## src/rtl/hword_packer.sv

```systemverilog
module hword_packer #(
  parameter int IN_W  = 16,
  parameter int DEPTH = 128,
  parameter int CNT_W = 16,
  localparam int AW   = $clog2(DEPTH),
  localparam int OW   = 2 * IN_W
) (
  input  logic             clk,
  input  logic             rst_n,
  input  logic             in_valid,
  input  logic [IN_W-1:0]  in_data,
  input  logic [AW-1:0]    rd_addr,
  output logic [OW-1:0]    rd_data,
  output logic             mem_we,
  output logic [AW-1:0]    mem_addr,
  output logic [OW-1:0]    mem_wdata,
  output logic [CNT_W-1:0] words_written
);

  logic            have_hi;
  logic [IN_W-1:0] hi_q;
  logic [OW-1:0]   pack_q;
  logic            pack_v;
  logic            we_q;
  logic            wr_slot;
  logic [OW-1:0]   wdata_q;
  logic [AW-1:0]   addr_q;
  logic [CNT_W-1:0] cnt_q;
  logic [OW-1:0]   mem [DEPTH];

  wire commit = we_q & wr_slot;

  always_ff @(posedge clk or negedge rst_n) begin
    if (!rst_n) begin
      have_hi <= 1'b0;
      hi_q    <= '0;
      pack_q  <= '0;
      pack_v  <= 1'b0;
    end else begin
      pack_v <= in_valid & have_hi;
      if (!in_valid) begin
        have_hi <= 1'b0;
      end else if (have_hi) begin
        pack_q  <= {hi_q, in_data};
        have_hi <= 1'b0;
      end else begin
        hi_q    <= in_data;
        have_hi <= 1'b1;
      end
    end
  end

  always_ff @(posedge clk or negedge rst_n) begin
    if (!rst_n) begin
      we_q    <= 1'b0;
      wr_slot <= 1'b0;
      wdata_q <= '0;
      addr_q  <= '0;
      cnt_q   <= '0;
    end else begin
      if (pack_v) begin
        wdata_q <= pack_q;
        we_q    <= 1'b1;
        wr_slot <= 1'b0;
      end else if (we_q && !wr_slot) begin
        wr_slot <= 1'b1;
      end else begin
        we_q    <= 1'b0;
        wr_slot <= 1'b0;
      end
      if (commit) begin
        addr_q <= (addr_q == AW'(DEPTH - 1)) ? '0 : addr_q + 1'b1;
        cnt_q  <= cnt_q + 1'b1;
      end
    end
  end

  always_ff @(posedge clk) begin
    if (commit) mem[addr_q] <= wdata_q;
  end

  assign rd_data       = mem[rd_addr];
  assign mem_we        = we_q;
  assign mem_addr      = addr_q;
  assign mem_wdata     = wdata_q;
  assign words_written = cnt_q;

endmodule

```

## config.mk

```make
export PLATFORM = sky130hd
export DESIGN_NAME = hword_packer
export DESIGN_NICKNAME = d
export VERILOG_FILES = /design/src/rtl/hword_packer.sv
export SDC_FILE = /design/constraint.sdc
export NUM_CORES = 2
export LEC_CHECK = 0
export BUFFER_PORTS_ARGS = -buffer_cell sky130_fd_sc_hd__clkbuf_2
export CORE_MARGIN = 5
export CORE_UTILIZATION = 55
export DETAILED_ROUTE_END_ITERATION = 6
export PLACE_DENSITY = 0.71
export SLEW_MARGIN = 10
export SYNTH_ARGS = -nofsm -noshare
export SYNTH_HDL_FRONTEND = slang
export SYNTH_SLANG_ARGS = --single-unit
```

## constraint.sdc

```tcl
create_clock -name clk -period 7.45 [get_ports clk]
set_input_delay 0.745 -clock clk [delete_from_list [all_inputs] [get_ports clk]]
set_output_delay 0.745 -clock clk [all_outputs]
set_load 0.005 [all_outputs]
```

==> results.toml <==
[routing]
post-route-drc-count = 0
detail-route-antenna-nets = 0
detail_routed_net_length_per_standard_cell_um = 38.4
totalWireLength_um = 420000
post_drt_via_cell_ratio = 6.81
vias = 74400
drtPass1Iterations = 5
initialDrtViolationCount = 12800

[job]
drv.max_cap_violation_count = 0

[sta]
peak_clock_frequency_supported_by_timing_mhz = 193
tightest_slew_ns = 1.35
min_period_over_period = 0.696
final-setup-viol-count = 0
fin_crit_ns = 5.18
postLayoutSetupSlackWorst_ns = 2.27
finalHoldViolations = 0
finalClockSkew_ns = 0.0711
timing.final.max_slew_violations = 0
slew-limit-headroom = 0.101
rsz_0062_raised_after_global_routing = "false"
worst_hold_check_slack_ns = 0.0698
setup_total_negative_slack_ns = 0

[status]
result_of_the_run = "finished, final reports clean"

[global_routing]
track_usage = 0.281
gr_overflow_total = 0
grt_pass1_wl_um = 588000
antenna_found_initial = 50
number_of_global_route_vias_before_repair = 75400
grt_max_degree = 112

[floorplan]
num_io_pins = 114
die_width_um = 549
floorplan.initialDensity = 0.553
die_h_um = 549
core_um2 = 289000
row_cnt = 197
floorplan.die_area_um2 = 301000

[worst_hold_path]
min_path_type = "in -> reg"
min-delay-start = "in_data[14]"
hold-path-endpoint = "hi_q[14]"
min_delay_path_depth = 2

[finish]
nNetsFinal = 6719
areaGrowthSynthToFinish_pct = 13.1
final-instance-count-excl-fill = 10900
final_layout_size_suffix_gt1_frac = 0.365
post-route-util = 0.626

[logic_synthesis]
synthArstFlopShare = 0.0255
synth_area_per_cell_um2 = 25.6
yosys.area.top_type_share = 0.770
ys_ff_latch = 4203
synth.most_common_cell = "edfxtp_1"
synth_nets = 6258
yosys.area.top_type = "edfxtp_1"
yosysSeqAreaShare = 0.787
yosys-top-cells-area = "edfxtp_1, mux4_2, dfrtp_1"
synth_edf_count = 4096
synth_commonest_cells = "edfxtp_1, mux4_2, clkbuf_1, nor2_1, mux2_2"
yosys_warnings = 0
netlist_area_um2 = 160000
ys_dominant_reg_cell = "edfxtp_1"
synth_cell_type_count = 32
number_of_cells_produced_by_synthesis = 6230

[critical_path]
r2r_end = "mem[116][18]"
critical_path.endpoint_type = "primary output"
regToRegSetupSlack_ns = 3.78
critPathMaxFanout = 78
setup.worst_path.start_class = "input port"
critPathRequiredTime_ns = 6.70
critical_path_class = "in -> out"
launch_instance_of_the_worst_register_to_register_path = "mem_addr[4]"
cp.arrival_ns = 4.44
reg2regPathDepth = 4

[place]
placedCellCount = 10200
dp_hpwl_um = 224000
buffer_ports.inserted = 113
dp_slack_ns = 2.25
globalplace.congestion = 0.812

[clocking]
clock_tree.root_cell = "clkbuf_16"
cts_max_path_buffers = 4
cts_num_sinks = 4203
htreeDepth = 5
cts_tree = "done"
postCtsResizedCells = 0
clkLatencyLatePin_ns = 0.98
cts_setup_buffers = 0
numCtsBuffers = 407
clkTransAtPathRegs_ns = 0.06

[power_and_ir_drop]
share_clk_of_total_power = 0.373
power_frac_comb = 0.080
net-switching-power_mw = 13.3
pwr_density_cell_nw_per_um2 = 303
worst_ir_drop_vdd_uv = 421
power_report.internal_total_mw = 41.4
netSwitchingFraction = 0.244
total_leakage_power_nw = 56.0
p_seq_frac = 0.546
## critical path: stages
cell	delay [ns]
buf_12	0.55
buf_12	0.43
mux4_2	0.62
mux4_2	0.61
mux4_2	0.63
mux2_2	0.39
clkbuf_2	0.15
## through the flow
step                cell area, µm²  power, mW
finish                      181000       54.8
global route                181000       56.3
CTS                         181000       54.9
detailed placement          167000       34.8
global placement            167000       34.5
floorplan                   160000       32.0
## cell families after synthesis
| family | synth area share |
|---|---|
| adder cells (fa/ha/maj) | 0.000157 |
| AO/OA/AOI/OAI | 0.000180 |
| XOR/XNOR | 0.00104 |
| AND/OR/NAND/NOR | 0.00572 |
| flip-flops | 0.787 |
| buffers and inverters | 0.00858 |
| multiplexers | 0.197 |
## cell usage in the layout, fill, tap and decap left out, types with 3 or more instances in the layout
cell	count
or2_2	6
mux2_2	112
nor2_4	125
buf_12	35
edfxtp_1	4096
clkinv_16	11
inv_6	7
clkbuf_1	87
clkinvlp_4	16
buf_4	230
xor2_1	9
nor3_1	5
inv_16	4
dfrtp_4	32
nand3_1	14
clkbuf_16	415
nor2b_1	5
clkinv_2	66
bufinv_16	39
nand2_1	28
dfrtp_1	75
mux4_2	1344
buf_8	3
nand4_1	4
clkinv_1	99
clkbuf_2	106
inv_1	5
xnor2_1	10
diode_2	14
nand3b_1	3
nor2_1	10
## area by class of cell
type / count / area [µm²]
antenna: 14 / 35.0
clock buffer: 504 / 10700
clock inverter: 246 / 2500
fill: 18300 / 108000
inverter: 5 / 18.8
multi-input combinational: 1696 / 33600
sequential: 4203 / 126000
tap: 3880 / 4850
timing repair buffer: 378 / 3050
## registers in the layout, summed over array words and instances, names as in the netlist
register	count
have_hi	1
hi_q	16
mem	4096
mem_addr	7
mem_wdata	32
mem_we	1
pack_q	32
pack_v	1
words_written	16
wr_slot	1
## layer usage
layer  global-route usage  part of all wire
met1                0.401              0.35
met4               0.0931             0.037
met2                0.422              0.46
met5                    0           0.00026
met3               0.0877              0.15
## power groups by stage
stage	registers (mW)	logic (mW)	clock network [mW]
finish	29.9	4.41	20.4
global route	30.0	4.59	21.7
CTS	29.9	4.35	20.6
detailed placement	30.4	4.34	0
global placement	30.3	4.16	0
floorplan	30.6	1.41	0
## worst max-delay path by stage
stage	from	slack, ns	cells after the start	to
2_1_floorplan	rd_addr[0]	3.33	7	rd_data[10]
3_3_place_gp	rd_addr[0]	2.24	8	rd_data[2]
3_5_place_dp	rd_addr[0]	2.25	8	rd_data[2]
4_1_cts	rd_addr[0]	2.24	8	rd_data[2]
5_1_grt	rd_addr[0]	2.11	8	rd_data[20]
6_report	rd_addr[0]	2.27	7	rd_data[16]
## timing repair
item,CTS,global route
endpoints found under the setup margin,0,0
hold endpoints to repair,21,0
hold buffers,2,0
Power figures use the tool's default switching activity.
